--- src/rtl/ipg_pkg.sv ---
`timescale 1ns/1ps
package ipg_pkg;
  localparam int BEAT_OCTETS = 8;
  localparam int BYTE_W      = $clog2(BEAT_OCTETS);
  localparam int CREDIT_MAX  = 3;
  localparam int CR_W        = $clog2(CREDIT_MAX + 1);

  // strobes from control to datapath
  typedef struct packed {
    logic clear;   // disable: wipe all gap state
    logic beat;    // a beat is taken this cycle
    logic last;    // the taken beat ends the frame
    logic tick;    // one idle beat passes inside a gap
  } ipgStrobe_t;

  typedef enum logic [1:0] {ST_OFF, ST_OPEN, ST_GAP} ipgState_t;
endpackage

--- src/rtl/ipg_ctrl.sv ---
`timescale 1ns/1ps
module ipg_ctrl
  import ipg_pkg::*;
(
  input  logic       clk,
  input  logic       rstN,
  input  logic       txEnable,
  input  logic       frmValid,
  input  logic       frmEnd,
  input  logic       gapMet,
  output ipgStrobe_t strobe,
  output logic       frmReady,
  output logic       gapOn
);
  ipgState_t stateQ, stateD;

  assign frmReady = (stateQ == ST_OPEN) && txEnable;
  assign gapOn    = (stateQ == ST_GAP);

  always_comb begin
    strobe       = '0;
    stateD       = stateQ;
    strobe.clear = !txEnable;
    if (!txEnable) begin
      stateD = ST_OFF;
    end else begin
      case (stateQ)
        ST_OFF:  stateD = ST_OPEN;
        ST_OPEN: begin
          strobe.beat = frmValid;
          strobe.last = frmValid && frmEnd;
          if (frmValid && frmEnd) stateD = ST_GAP;
        end
        ST_GAP: begin
          strobe.tick = 1'b1;
          if (gapMet) stateD = ST_OPEN;
        end
        default: stateD = ST_OFF;
      endcase
    end
  end

  always_ff @(posedge clk or negedge rstN) begin
    if (!rstN) stateQ <= ST_OFF;
    else       stateQ <= stateD;
  end
endmodule

--- src/rtl/ipg_datapath.sv ---
`timescale 1ns/1ps
module ipg_datapath
  import ipg_pkg::*;
#(
  parameter int SET_W    = 6,
  parameter int CNT_W    = 16,
  parameter int LAN_MIN  = 8,
  parameter int LAN_MAX  = 100,
  parameter int WAN_MIN  = 4,
  parameter int WAN_MAX  = 15,
  parameter int WAN_BASE = 12,
  parameter int REM_W    = $clog2(WAN_MAX + 1)
)(
  input  logic              clk,
  input  logic              rstN,
  input  ipgStrobe_t        strobe,
  input  logic              wanMode,
  input  logic [SET_W-1:0]  gapSet,
  input  logic [BYTE_W-1:0] frmBytes,
  output logic              gapMet,
  output logic [CR_W-1:0]   creditQ,
  output logic [REM_W-1:0]  remQ,
  output logic [CNT_W-1:0]  needQ
);
  localparam int DIV_W = $clog2(WAN_MAX + 2);
  localparam int SUM_W = DIV_W + 1;
  localparam int OCT_W = BYTE_W + 1;
  localparam int QUO_N = (WAN_MAX + BEAT_OCTETS) / (WAN_MIN + 1) + 1;
  localparam int QUO_W = $clog2(QUO_N + 1);
  localparam int LAN_W = SET_W + 2;
  localparam int NW    = CNT_W + 1;

  logic [CNT_W-1:0] accQ, extraQ;

  // LAN reading: clamp low, round to a multiple of four, clamp high
  logic [LAN_W-1:0] lanLo, lanRnd, lanGap;
  always_comb begin
    lanLo = LAN_W'(gapSet);
    if (lanLo < LAN_W'(LAN_MIN)) lanLo = LAN_W'(LAN_MIN);
    lanRnd = (lanLo + LAN_W'(2)) & ~LAN_W'(3);
    lanGap = (lanRnd > LAN_W'(LAN_MAX)) ? LAN_W'(LAN_MAX) : lanRnd;
  end

  // WAN reading: clamped stretch setting, divisor is setting plus one
  logic [SET_W-1:0] wanSet;
  logic [DIV_W-1:0] wanDiv;
  always_comb begin
    if (gapSet < SET_W'(WAN_MIN))      wanSet = SET_W'(WAN_MIN);
    else if (gapSet > SET_W'(WAN_MAX)) wanSet = SET_W'(WAN_MAX);
    else                               wanSet = gapSet;
    wanDiv = DIV_W'(wanSet) + DIV_W'(1);
  end

  // octets carried by the beat being taken
  logic [OCT_W-1:0] beatOct;
  assign beatOct = (strobe.last && frmBytes != '0) ? OCT_W'(frmBytes)
                                                   : OCT_W'(BEAT_OCTETS);

  // small divider: remainder plus beat octets over the stretch divisor
  logic [SUM_W-1:0] rest;
  logic [QUO_W-1:0] quo;
  always_comb begin
    rest = SUM_W'(remQ) + SUM_W'(beatOct);
    quo  = '0;
    for (int i = 0; i < QUO_N; i++) begin
      if (rest >= SUM_W'(wanDiv)) begin
        rest = rest - SUM_W'(wanDiv);
        quo  = quo + QUO_W'(1);
      end
    end
  end

  // gap closing test and credit settlement
  logic [NW-1:0]   accNext, reach, needExt, overV, shortV;
  logic [CR_W-1:0] creditNext;
  always_comb begin
    accNext = {1'b0, accQ} + NW'(BEAT_OCTETS);
    needExt = {1'b0, needQ};
    reach   = accNext + NW'(CREDIT_MAX) - NW'(creditQ);
    gapMet  = reach >= needExt;
    overV   = accNext - needExt;
    shortV  = needExt - accNext;
    if (accNext >= needExt)
      creditNext = (overV >= NW'(creditQ)) ? '0 : creditQ - CR_W'(overV);
    else
      creditNext = creditQ + CR_W'(shortV);
  end

  always_ff @(posedge clk or negedge rstN) begin
    if (!rstN) begin
      accQ <= '0; needQ <= '0; extraQ <= '0; remQ <= '0; creditQ <= '0;
    end else if (strobe.clear) begin
      accQ <= '0; needQ <= '0; extraQ <= '0; remQ <= '0; creditQ <= '0;
    end else begin
      if (strobe.beat && wanMode) begin
        remQ   <= rest[REM_W-1:0];
        extraQ <= extraQ + CNT_W'(quo);
      end
      if (strobe.last) begin
        needQ  <= wanMode ? CNT_W'(WAN_BASE) + extraQ + CNT_W'(quo)
                          : CNT_W'(lanGap);
        accQ   <= CNT_W'(BEAT_OCTETS) - CNT_W'(beatOct);
        extraQ <= '0;
      end
      if (strobe.tick) begin
        if (gapMet) creditQ <= creditNext;
        else        accQ    <= accNext[CNT_W-1:0];
      end
    end
  end
endmodule

--- src/rtl/ipg_gap_ctrl.sv ---
`timescale 1ns/1ps
module ipg_gap_ctrl
  import ipg_pkg::*;
#(
  parameter int GAP_W    = 10,
  parameter int SET_W    = 6,
  parameter int CNT_W    = 16,
  parameter int LAN_MIN  = 8,
  parameter int LAN_MAX  = 100,
  parameter int WAN_MIN  = 4,
  parameter int WAN_MAX  = 15,
  parameter int WAN_BASE = 12
)(
  input  logic              clk,
  input  logic              rstN,
  input  logic              txEnable,
  input  logic              wanMode,
  input  logic [GAP_W-1:0]  gapCfg,
  input  logic              frmValid,
  input  logic              frmEnd,
  input  logic [BYTE_W-1:0] frmBytes,
  output logic              frmReady
);
  localparam int REM_W = $clog2(WAN_MAX + 1);

  ipgStrobe_t       strobe;
  logic             gapMet, gapOn;
  logic [CR_W-1:0]  creditQ;
  logic [REM_W-1:0] remQ;
  logic [CNT_W-1:0] needQ;
  logic             unusedCfg;

  assign unusedCfg = ^gapCfg[GAP_W-1:SET_W];

  ipg_ctrl i_ctrl (
    .clk(clk), .rstN(rstN), .txEnable(txEnable), .frmValid(frmValid),
    .frmEnd(frmEnd), .gapMet(gapMet), .strobe(strobe),
    .frmReady(frmReady), .gapOn(gapOn)
  );

  ipg_datapath #(
    .SET_W(SET_W), .CNT_W(CNT_W), .LAN_MIN(LAN_MIN), .LAN_MAX(LAN_MAX),
    .WAN_MIN(WAN_MIN), .WAN_MAX(WAN_MAX), .WAN_BASE(WAN_BASE), .REM_W(REM_W)
  ) i_dp (
    .clk(clk), .rstN(rstN), .strobe(strobe), .wanMode(wanMode),
    .gapSet(gapCfg[SET_W-1:0]), .frmBytes(frmBytes), .gapMet(gapMet),
    .creditQ(creditQ), .remQ(remQ), .needQ(needQ)
  );
endmodule

--- config.mk ---
export PLATFORM = sky130hd
export DESIGN_NAME = ipg_gap_ctrl
export DESIGN_NICKNAME = d
export VERILOG_FILES = /design/src/rtl/ipg_pkg.sv /design/src/rtl/ipg_ctrl.sv /design/src/rtl/ipg_datapath.sv /design/src/rtl/ipg_gap_ctrl.sv
export SDC_FILE = /design/constraint.sdc
export NUM_CORES = 1
export LEC_CHECK = 0
export BUFFER_PORTS_ARGS = -buffer_cell sky130_fd_sc_hd__buf_2
export CORE_MARGIN = 10
export CORE_UTILIZATION = 55
export DETAILED_ROUTE_END_ITERATION = 12
export PLACE_DENSITY_LB_ADDON = 0.12
export SLEW_MARGIN = 10
export SYNTH_ARGS = -nofsm -noshare
export SYNTH_HDL_FRONTEND = slang
export SYNTH_HIERARCHICAL = 1
export SYNTH_SLANG_ARGS = --single-unit
--- constraint.sdc ---
create_clock -name clk -period 18.55 [get_ports clk]
set_input_delay 5.565 -clock clk [delete_from_list [all_inputs] [get_ports clk]]
set_output_delay 5.565 -clock clk [all_outputs]
set_load 0.005 [all_outputs]
After elaboration in Yosys (flattened, before gate mapping) --
Cells that the tools add are included.
Cells by class: $lt $le $gt $ge 12, div/mod/pow operators 0, reductions and logical operators 8, equality and inequality tests 9, shift operators 0, mux-type cells 39, bitwise gates (word level) 0, multipliers 0, $add $sub $neg 23
Operator list (number):
- 16-bit two-way mux | 10
- 17-bit by 16-bit >= comparator with 1-bit output | 2
- 16-bit by 3-bit adder with 16-bit output | 2
- 6-bit two-way mux | 5
- 6-bit by 5-bit >= comparator with 1-bit output | 4
- 2-bit two-way mux | 9
- 6-bit by 5-bit subtractor with 6-bit output | 3
- 16-bit by 4-bit adder with 17-bit output (second input constant) | 1
- 17-bit by 2-bit adder with 17-bit output (second input constant) | 1
- 17-bit by 2-bit >= comparator with 1-bit output | 1
- 17-bit by 16-bit subtractor with 17-bit output | 1
- 17-bit by 2-bit subtractor with 17-bit output | 1
- 4-bit by 16-bit adder with 16-bit output (first input constant) | 1
- 4-bit two-way mux | 4
- 3-bit two-way mux | 5
- 5-bit two-way mux | 2
- 3-bit by 1-bit adder with 3-bit output (second input constant) | 3
- 8-bit by 7-bit greater-than comparator with 1-bit output (second input constant) | 1
- 8-bit two-way mux | 1
- 2-bit by 1-bit inequality test with 1-bit output (second input constant) | 4
- 6-bit by 2-bit adder with 7-bit output (second input constant) | 1
- 6-bit by 4-bit greater-than comparator with 1-bit output (second input constant) | 1
- 6-bit by 3-bit less-than comparator with 1-bit output (second input constant) | 1
- 6-bit by 4-bit less-than comparator with 1-bit output (second input constant) | 1
- 19 further kinds | 26
Storage, ports and cells: register bits 56, output and inout port bits 1, word-level logic and storage cells 97, input bits 19, ROM bits 0, RAM bits 0, memories kept 0, bits in latches 0

Longest topological paths before layout --
Gate-level depths: netlist (run 1).
word-level depth 20, mapped depth 65

Modules after synthesis --
The synthesis (run 1) kept the hierarchy.
By module, submodules not included:
- ipg_datapath | cells an instance 893, area each 7108.1 um^2, times used 1
- ipg_ctrl | cells an instance 14, area each 133.9 um^2, times used 1

Worst setup path before layout (run 1) --
No wires, ideal clock.
kind in2reg, start input port txEnable, end register i_dp.needQ[15], data required time 18.418 ns, arrival 16.859 ns, stages 61, buffers on the path 5, setup slack 1.559 ns, path through and3b_2 > and3_1 > clkbuf_1 > clkbuf_1 > and2_1 > ha_1 > inv_1 > fa_1 > inv_1 > fa_1 > a21oi_1 > o221a_2 > clkbuf_1 > nor2_1 > a21oi_1 > ha_1 > inv_1 > fa_1 > [... 25 more ...] > inv_1 > ha_1 > fa_1 > nand2_1 > a21oi_1 > o21ai_0 > a31oi_4 > mux2_2 > ha_1 > ha_1 > fa_1 > a21o_1 > a21oi_1 > nand2b_1 > nor2_1 > xor2_1 > a2bb2oi_1 > nor2_1
RTL lines:
- start, declared | RTL line ipg_gap_ctrl.sv:16 | input logic txEnable,
- end signal, assigned | RTL line ipg_datapath.sv:100 | needQ <= wanMode ? CNT_W'(WAN_BASE) + extraQ + CNT_W'(quo)
- end, declared | RTL line ipg_datapath.sv:23 | output logic [CNT_W-1:0] needQ

==> results of run 1 <==
synthesized netlist by cell type (5+ instances only):
master	count
xnor2_1	40
nand3_1	29
nand2b_1	21
a21oi_1	66
fa_1	11
a21o_1	24
mux2_2	5
and3_1	10
a211oi_1	14
o21ai_0	44
inv_1	74
nand2_1	76
clkbuf_1	19
or3_1	8
a31oi_1	12
o211ai_1	5
ha_1	99
buf_2	5
nor3_1	18
xor2_1	35
nand3b_1	5
and2_1	15
mux2i_1	13
nand4_1	16
a2bb2oi_1	9
nor2b_1	10
nor2_1	88
dfrtp_1	56
cell usage in the layout (no fill, tap or decap), drive strengths merged, types with 30 or more instances in the layout:
cell type	n
ha	99
dfrtp	56
a21oi	66
nor2	88
xnor2	40
nand3	30
xor2	37
nand2	76
o21ai	47
inv	75
logic make-up after synthesis:
group	share of synthesized area (%)
buffers and inverters	5.53
XOR/XNOR	9.52
multiplexers	3.40
flip-flops	19.4
adder cells (fa/ha/maj)	20.1
AO/OA/AOI/OAI	20.7
AND/OR/NAND/NOR	21.4
registers in the layout (all words and copies together) (netlist names):
register and cells:
i_dp/creditQ 2, i_dp/remQ 4, i_dp/extraQ 16, i_ctrl/stateQ 2
i_dp/needQ 16, i_dp/accQ 16
layout make-up:
cell class / count / share of cell area (%)
flip-flops and latches: 56 / 18.4
clock buffers: 5 / 1.65
well taps: 172 / 2.83
clock inverters: 3 / 0.362
repair buffers: 20 / 1.48
inverters: 74 / 3.65
multi-input cells: 750 / 71.6
tightest hold or removal path: cells and delay by family (launching register included):
kind | cells | cell delay, ns
flops | 1 | 0.36
compound gates | 2 | 0.12
layer usage:
layer,global-route usage (%),vias up
met3,1.56,21
met4,5.26,0
li1,-,3219
met2,34.4,140
met5,0,-
met1,24.2,3052
how the worst max path moves through the flow:
stage,cells after the start,endpoint,slack [ns]
2_1_floorplan,61,i_dp/needQ[15],1.56
3_3_place_gp,56,i_dp/needQ[15],0.95
3_5_place_dp,59,i_dp/needQ[15],0.73
4_1_cts,59,i_dp/needQ[15],0.98
5_1_grt,59,i_dp/needQ[13],0.01
6_report,58,i_dp/needQ[15],0.89
power breakdown:
| group | internal (mW) | total [mW] | switching, mW |
|---|---|---|---|
| combinational | 0.480 | 1.08 | 0.602 |
| clock | 0.0514 | 0.0994 | 0.0480 |
| sequential | 0.127 | 0.130 | 0.00361 |
through the flow:
step                      std cells  worst slack [ns]  util [%]  total power, mW
after floorplan                 907              1.56         -             1.01
after global placement         1072             0.950      58.3             1.15
after detailed placement       1072             0.734      58.3             1.21
after CTS                      1080             0.977      59.5             1.31
after global routing           1080            0.0110      59.5             1.46
final                          1080             0.895      59.5             1.31
==> results by group, run 1 <==
Detailed routing
  – DR WL/cell: between 15 and 20 microns
  – DRT antenna net count: 0
  – Met2 WL: 8.77 mm
  – DR DRC count: 0
  – DR top layer: met4
  – Final WL: 17.4 mm
  – Via count: about 6,400
  – M1 wire length: 7.88 mm
  – Vias per inst: slightly below 6
  – Met3 routed wirelength: between 500 and 600 microns
  – Iteration-0 DRC Markers: 627
  – Router iterations before antenna repair: 7

GRT
  – Pin count of the biggest net entering global routing: 57
  – Initial antenna violation count: 0
  – Tot GR Track Use: ~19%
  – Grt total ovfl: 0
  – First-pass GRT wire length: 29.9 mm
  – Vias in the first global route: 6,303

Synthesis
  – Ys async rst share: 100%
  – Area leader, netlist: dfrtp_1
  – Avg Inst Size Synth: approximately 8.0 sq um
  – Syn Nets: a little over 1,000
  – Number of synthesized flops with an enable pin: 0
  – FF+latch count, synth: 56
  – Synth cell types: 68
  – Top cells by area, synth: dfrtp_1 (19%), ha_1 (17%), xnor2_1 (4.8%)
  – Post-synthesis cell count: between 900 and 1,000
  – Post-Syn Area: slightly above 0.007 sq mm
  – Yosys warns: 6
  – Register area share after synthesis: around a fifth
  – Share of the synthesized area in the top cell type: between 10% and 20%
  – Dominant synthesized flop cell: dfrtp_1

Floorplanning
  – Die Wd: between 100 and 150 microns
  – Die Ht: around 130 microns
  – Initial Utilization: 56.7%
  – Std-Cell Rows: 41
  – Die footprint: approximately 0.018 sq mm
  – Core area: 0.0128 sq mm
  – # IOs: 20

Clock network
  – Hold-fix buffers at CTS: 0
  – # resized after CTS: 0
  – CTS Sinks: 56
  – Num CTS Buffers: 5
  – Worst-skew pair later-pin latency: approximately 0.30 ns
  – Clock Pin Slew Worst Setup and Hold Paths: ~0.080 ns
  – Post-CTS Setup Inserts: 0
  – CTS tree: built
  – H-tree Lvls: 2
  – Root buffer cell: clkbuf_16
  – Clock Tree Buf Depth: 2

Cells and area
  – Number of fill cells in the layout: roughly 1,200
  – Synthesis-to-layout area growth: 4.94%
  – Ant diodes: 0
  – Layout cells sized above 1: 6.28%
  – Sequential standard cell area: between 0.001 and 0.0015 sq mm
  – Finished Cell Area: between 0.007 and 0.008 sq mm
  – Layout Nets: between 1,000 and 1,500
  – Multi-input logic area: about 0.0054 sq mm

Min path
  – Hold Path Depth: 2
  – Worst Hold Launch: i_dp/remQ[0]
  – Hold/Removal Path Class: flop to flop
  – Min-Delay Endpoint: i_dp/remQ[0]

Placed design
  – Post-DP HPWL: 14.0 mm
  – Dpl cell area: 0.00745 sq mm
  – Buffers on Ports: 15
  – Placer Congestion: just under 0.9

Setup path
  – Type of origin of the critical path: primary input
  – Worst setup EP type: flop
  – Worst Setup SP: txEnable
  – Reg2reg setup slack: 5.79 ns
  – Slowest stage delay, CP: ~0.77 ns
  – Slowest cell on the critical path: or4_1
  – Required @ worst endpoint: about 19 ns
  – CP delay by family, top: adder cells
  – Worst Path Class, Setup: primary input to flop
  – Worst R2R Path Depth: between 50 and 60
  – Crit path buf inv count: 9
  – RR Endpoint: i_dp/needQ[15]
  – CP arrival: between 15 and 20 ns
  – RR Startpoint: i_ctrl/stateQ[1]
  – Crit-path max FO: 16

Timing
  – Worst-Margin Slew: approximately 0.9 ns
  – Relative slew slack: about two fifths
  – Final setup violation count: 0
  – Fmax: approximately 0.057 GHz
  – Final hold vios: 0
  – Pins Over Slew Limit: 0
  – Setup_tns: 0 ns
  – Tmin final: 17.66 ns
  – Tcrit/Tclk final: 95.2%
  – Hold slack: just over 0.5 ns
  – RSZ-0062 raised after global routing: false
  – Layout Skew: 0.00805 ns

Run
  – Max cap viols: 0

Status
  – Status: finished, final reports clean

Pwr
  – Worst vdd rail ir drop: between 300 and 400 uV
  – Pwr Density: around 170 mW/mm^2
  – Lkg Pwr: 3.52 nW
(Power assumes the default switching activity.)
==> run 2: changes to the inputs <==
BUFFER_PORTS_ARGS = default   (was -buffer_cell sky130_fd_sc_hd__buf_2)
CORE_MARGIN = 2   (was 10)
DONT_BUFFER_PORTS = 1   (was default)
==> results by group, run 2 (synthesized netlist as in run 1, its figures left out) <==
Status
  – Status: finished, final reports clean

GRT
  – First-pass GRT wire length: 29.8 mm (-0.53%)
  – Initial antenna violation count: 0 (unchanged)
  – Pin count of the biggest net entering global routing: 57 (unchanged)
  – Grt total ovfl: 0 (unchanged)
  – Vias in the first global route: 6,319 (+0.25%)
  – Tot GR Track Use: 25.7% (+6.4 points)

Placed design
  – Buffers on Ports: 0 (-15)
  – Post-DP HPWL: 14.5 mm (+3.3%)
  – DP Worst Slack: 0.434 ns (-0.300 ns)
  – Placer Congestion: 0.871 (-2.4%)

Timing
  – Fmax: 0.0572 GHz (+1.0%)
  – Tmin final: 17.48 ns (-0.179 ns)
  – Relative slew slack: 44.8% (+4.8 points)
  – Final setup margin: 1.07 ns (+0.179 ns)
  – Worst-Margin Slew: 0.828 ns (-0.0724 ns)
  – Final hold vios: 0 (unchanged)
  – Tcrit/Tclk final: 94.2% (-0.96 points)
  – Final setup violation count: 0 (unchanged)
  – Layout Skew: 0.00428 ns (-0.00377 ns)
  – Setup_tns: 0 ns (unchanged)
  – Pins Over Slew Limit: 0 (unchanged)
  – RSZ-0062 raised after global routing: false

Cells and area
  – Number of fill cells in the layout: 1,174 (+0.77%)
  – Synthesis-to-layout area growth: 4.13%
  – Layout cells sized above 1: 4.82% (-1.5 points)
  – Layout Nets: 1,020 (-1.5%)
  – Most frequent cells in the layout: ha_1 (99), nor2_1 (88), nand2_1 (76)
  – Leading cell type in the layout, fill and taps excluded: ha_1
  – Ant diodes: 0 (unchanged)
  – Registers with the most flip-flops: i_dp/accQ x16, i_dp/extraQ x16, i_dp/needQ x16

Min path
  – Worst Hold Launch: i_dp/remQ[0]
  – Hold Path Depth: 2 (unchanged)
  – Min-Delay Endpoint: i_dp/remQ[0]
  – Hold/Removal Path Class: flop to flop

Detailed routing
  – DR DRC count: 0 (unchanged)
  – DRT antenna net count: 0 (unchanged)
  – Router iterations before antenna repair: 5 (-2)
  – Final WL: 18.0 mm (+2.9%)
  – Vias per inst: 6.04 (+1.4%)
  – DR WL/cell: 16.9 microns (+4.5%)
  – Iteration-0 DRC Markers: 517 (-18%)
  – Via count: 6,425 (-0.11%)

Setup path
  – Slowest stage delay, CP: 0.64 ns (-0.13 ns)
  – Reg2reg setup slack: 5.85 ns (+0.06 ns)
  – Slowest cell on the critical path: or4_4
  – Worst Path Class, Setup: primary input to flop
  – RR Endpoint: i_dp/needQ[15]
  – CP arrival: 17.65 ns (-0.18 ns)
  – Worst R2R Path Depth: 57 (unchanged)
  – Crit-path max FO: 16 (unchanged)
  – Required @ worst endpoint: 18.72 ns (about the same)
  – Worst setup EP type: flop
  – Type of origin of the critical path: primary input
  – RR Startpoint: i_ctrl/stateQ[1]

Floorplanning
  – Core area: 0.0127 sq mm (-0.40%)
  – Initial Utilization: 56.9% (+0.23 points)
  – Die Wd: 119 microns (-12%)
  – Std-Cell Rows: 41 (unchanged)
  – # IOs: 20 (unchanged)
  – Die footprint: 0.0141 sq mm (-22%)
  – Die Ht: 119 microns (-12%)

Pwr
  – Internal power: 0.677 mW (+2.9%)
  – Worst vdd rail ir drop: 354 uV (+7.7%)
  – Lkg Pwr: 3.47 nW (-1.4%)
  – Pwr Density: 177 mW/mm^2 (+2.8%)
  – Comb pwr share: 81.9% (-0.6 points)
  – Clock Power Share: 8.4% (+0.8 points)
  – Seq pwr share: 9.8% (about the same)
  – Net Sw Power: 0.661 mW (+1.2%)
  – Switching share of power: 49.4% (-0.41 points)

Clock network
  – Worst-skew pair later-pin latency: 0.30 ns (about the same)
  – H-tree Lvls: 2 (unchanged)
  – Clock Tree Buf Depth: 2 (unchanged)
  – CTS Sinks: 56 (unchanged)
  – CTS tree: built
  – Num CTS Buffers: 5 (unchanged)
  – Hold-fix buffers at CTS: 0 (unchanged)
  – Clock Pin Slew Worst Setup and Hold Paths: 0.08 ns (about the same)
  – Root buffer cell: clkbuf_16

Run
  – Max cap viols: 0 (unchanged)
==> run 2: how the worst max path moves through the flow <==
stage / depth (start not counted) / from / slack (ns) / endpoint
floorplan: 61 / txEnable / 1.56 / i_dp/needQ[15]
global placement: 57 / txEnable / 0.76 / i_dp/needQ[15]
detailed placement: 57 / txEnable / 0.43 / i_dp/needQ[13]
CTS: 57 / txEnable / 0.71 / i_dp/needQ[13]
global route: 57 / txEnable / 0.22 / i_dp/needQ[13]
finish: 57 / txEnable / 1.07 / i_dp/needQ[15]
==> run 2: timing repair <==
action	4_1_cts	5_1_grt
resized for setup	0	2
setup endpoints to repair	0	3
setup buffers	0	0
==> run 2: power by group through the flow <==
stage | clock [mW] | sequential (mW) | combinational [mW]
2_1_floorplan | 0 | 0.131 | 0.875
3_3_place_gp | 0 | 0.133 | 1.01
3_5_place_dp | 0 | 0.133 | 1.07
4_1_cts | 0.115 | 0.131 | 1.08
5_1_grt | 0.120 | 0.131 | 1.22
6_report | 0.112 | 0.131 | 1.10
==> run 2: layout make-up <==
class | instances | area, sq um | area share [%]
Multi-Input combinational cell | 750 | 5450 | 72.2
Timing Repair Buffer | 4 | 30.0 | 0.398
Sequential cell | 56 | 1400 | 18.6
Tap cell | 172 | 215 | 2.85
Inverter | 74 | 278 | 3.68
Clock buffer | 5 | 125 | 1.66
Clock inverter | 3 | 46.3 | 0.614
==> run 2: metrics by stage <==
step	area, sq um	cells	total power, mW	hold slack, ns	utilization (%)
detailed placement	7360	1056	1.20	0.514	57.9
global route	7540	1064	1.47	0.541	59.3
CTS	7540	1064	1.33	0.532	59.2
floorplan	7240	907	1.01	0.467	-
finish	7540	1064	1.34	0.526	59.3
global placement	7360	1056	1.15	0.510	57.9
==> run 2: critical path: cells and delay by family <==
kind	cells	cell delay (ns)
compound gates	16	3.08
mux	2	0.64
simple gates	16	2.85
xor+xnor	1	0.14
buf+inv	8	0.77
fa+ha+maj	14	4.54
==> run 2: per-layer routing <==
layer  GRT usage [%]  vias to the layer above  part of all wire [%]
met2            44.2                      161                    48
met5               0                        -                     0
met4            10.2                        0                   4.0
met1            31.9                     3030                    44
met3            4.05                       50                   4.3
li1                -                     3184                     -
==> run 3: changes to the inputs <==
CORE_MARGIN = default   (was 2)
==> results by group, run 3 (synthesized netlist as in run 1, its figures left out) <==
Min path
  – Worst Hold Launch: i_dp/extraQ[0]
  – Min-Delay Endpoint: i_dp/extraQ[0]
  – Hold Path Depth: 2 (unchanged)
  – Hold/Removal Path Class: flop to flop

Detailed routing
  – DR DRC count: 0 (unchanged)
  – Iteration-0 DRC Markers: 371 (-28%)
  – DRT antenna net count: 0 (unchanged)
  – DR WL/cell: 16.8 microns (-0.73%)
  – Vias per inst: 6.03 (-0.19%)
  – Router iterations before antenna repair: 5 (unchanged)
  – Final WL: 17.8 mm (-0.73%)
  – Via count: 6,413 (-0.19%)

Placed design
  – Buffers on Ports: 0 (unchanged)
  – Post-DP HPWL: 14.3 mm (-0.91%)
  – Placer Congestion: 0.916 (+5.2%)

Setup path
  – Slowest cell on the critical path: or4_1
  – Slowest stage delay, CP: 0.76 ns (+0.12 ns)
  – Worst Path Class, Setup: primary input to flop
  – Worst setup EP type: flop
  – RR Endpoint: i_dp/needQ[15]
  – Worst R2R Path Depth: 57 (unchanged)
  – Reg2reg setup slack: 5.61 ns (-0.24 ns)
  – CP arrival: 17.89 ns (+0.24 ns)
  – RR Startpoint: i_ctrl/stateQ[1]
  – Type of origin of the critical path: primary input
  – Required @ worst endpoint: 18.74 ns (+0.02 ns)
  – Crit-path max FO: 16 (unchanged)

Clock network
  – Worst-skew pair later-pin latency: 0.32 ns (+0.02 ns)
  – Clock Tree Buf Depth: 2 (unchanged)
  – Hold-fix buffers at CTS: 0 (unchanged)
  – Post-CTS Setup Inserts: 0 (unchanged)
  – CTS tree: built
  – Root buffer cell: clkbuf_16
  – # resized after CTS: 0 (unchanged)
  – Clock Pin Slew Worst Setup and Hold Paths: 0.08 ns (about the same)
  – CTS Sinks: 56 (unchanged)
  – H-tree Lvls: 2 (unchanged)
  – Num CTS Buffers: 5 (unchanged)

Timing
  – Worst-Margin Slew: 0.914 ns (+0.0857 ns)
  – Layout Skew: 0.0122 ns (+0.00793 ns)
  – Relative slew slack: 39.1% (-5.7 points)
  – Final setup violation count: 0 (unchanged)
  – Setup_tns: 0 ns (unchanged)
  – Final hold vios: 0 (unchanged)
  – Pins Over Slew Limit: 0 (unchanged)
  – Tmin final: 17.70 ns (+0.225 ns)
  – Tcrit/Tclk final: 95.4% (+1.2 points)
  – Fmax: 0.0565 GHz (-1.3%)
  – RSZ-0062 raised after global routing: false

Run
  – Max cap viols: 0 (unchanged)

Floorplanning
  – Core area: 0.0127 sq mm (unchanged)
  – Die Wd: 117 microns (-1.7%)
  – Initial Utilization: 56.9% (unchanged)
  – # IOs: 20 (unchanged)
  – Die footprint: 0.0136 sq mm (-3.3%)
  – Std-Cell Rows: 41 (unchanged)
  – Die Ht: 117 microns (-1.7%)

GRT
  – Vias in the first global route: 6,261 (-0.92%)
  – First-pass GRT wire length: 29.2 mm (-1.9%)
  – Initial antenna violation count: 0 (unchanged)
  – Pin count of the biggest net entering global routing: 57 (unchanged)
  – Grt total ovfl: 0 (unchanged)
  – Tot GR Track Use: 27.5% (+1.9 points)

Cells and area
  – Leading cell type in the layout, fill and taps excluded: ha_1
  – Registers with the most flip-flops: i_dp/accQ x16, i_dp/extraQ x16, i_dp/needQ x16
  – Number of fill cells in the layout: 1,218 (+3.7%)
  – Most frequent cells in the layout: ha_1 (99), nor2_1 (88), nand2_1 (76)
  – Ant diodes: 0 (unchanged)
  – Layout cells sized above 1: 4.71% (-0.11 points)
  – Layout Nets: 1,020 (unchanged)
  – Synthesis-to-layout area growth: 4.08% (about the same)

Status
  – Status: finished, final reports clean

Pwr
  – Lkg Pwr: 3.47 nW (about the same)
  – Worst vdd rail ir drop: 287 uV (-19%)
  – Pwr Density: 175 mW/mm^2 (-1.6%)
  – Total power: 1.32 mW (-1.6%)
run 3: worst max-delay path: cells and delay by family:
family / cells / cell delay, ns
adder cells (fa/ha/maj): 14 / 4.53
AO/OA/AOI/OAI: 16 / 3.13
AND/OR/NAND/NOR: 16 / 3.03
buffers and inverters: 8 / 0.76
multiplexers: 2 / 0.71
XOR/XNOR: 1 / 0.15
run 3: metal layers:
layer | vias up | wire [microns] | track usage (%)
li1 | 3196 | - | -
met1 | 3062 | 7820 | 33.0
met2 | 120 | 8760 | 49.3
met3 | 35 | 760 | 4.57
met4 | 0 | 490 | 10.3
met5 | - | 0 | 0
run 3: area by class of cell:
cell class | instances | area (sq um) | area share [%]
timing repair buffer | 4 | 30.0 | 0.398
clock buffer | 5 | 125 | 1.66
tap | 172 | 215 | 2.86
inverter | 74 | 278 | 3.69
sequential | 56 | 1400 | 18.6
multi-input combinational | 750 | 5440 | 72.2
clock inverter | 3 | 46.3 | 0.614
run 3: worst max path at each step:
| stage | from | to | slack (ns) | cells past startpoint |
|---|---|---|---|---|
| floorplan | txEnable | i_dp/needQ[15] | 1.56 | 61 |
| global placement | txEnable | i_dp/needQ[15] | 0.79 | 57 |
| detailed placement | txEnable | i_dp/needQ[15] | 0.47 | 57 |
| CTS | txEnable | i_dp/needQ[15] | 0.76 | 57 |
| global route | txEnable | i_dp/needQ[15] | 0.05 | 57 |
| finish | txEnable | i_dp/needQ[15] | 0.85 | 57 |
run 3: per-stage QoR:
stage	area, sq um	hold WS, ns	utilization, %	setup slack, ns	cells
final	7540	0.540	59.2	0.848	1064
after global routing	7540	0.575	59.2	0.0456	1064
after detailed placement	7360	0.533	57.9	0.468	1056
after CTS	7540	0.543	59.2	0.756	1064
after floorplan	7240	0.467	-	1.56	907
after global placement	7360	0.511	57.9	0.791	1056
run 3: power breakdown:
group          switching (mW)  internal, mW  total, mW  leakage (nW)
Clock                  0.0500        0.0646      0.115        0.0857
Combinational           0.597         0.475       1.07          2.61
Sequential            0.00412         0.127      0.131         0.779
Total                   0.651         0.666       1.32          3.47
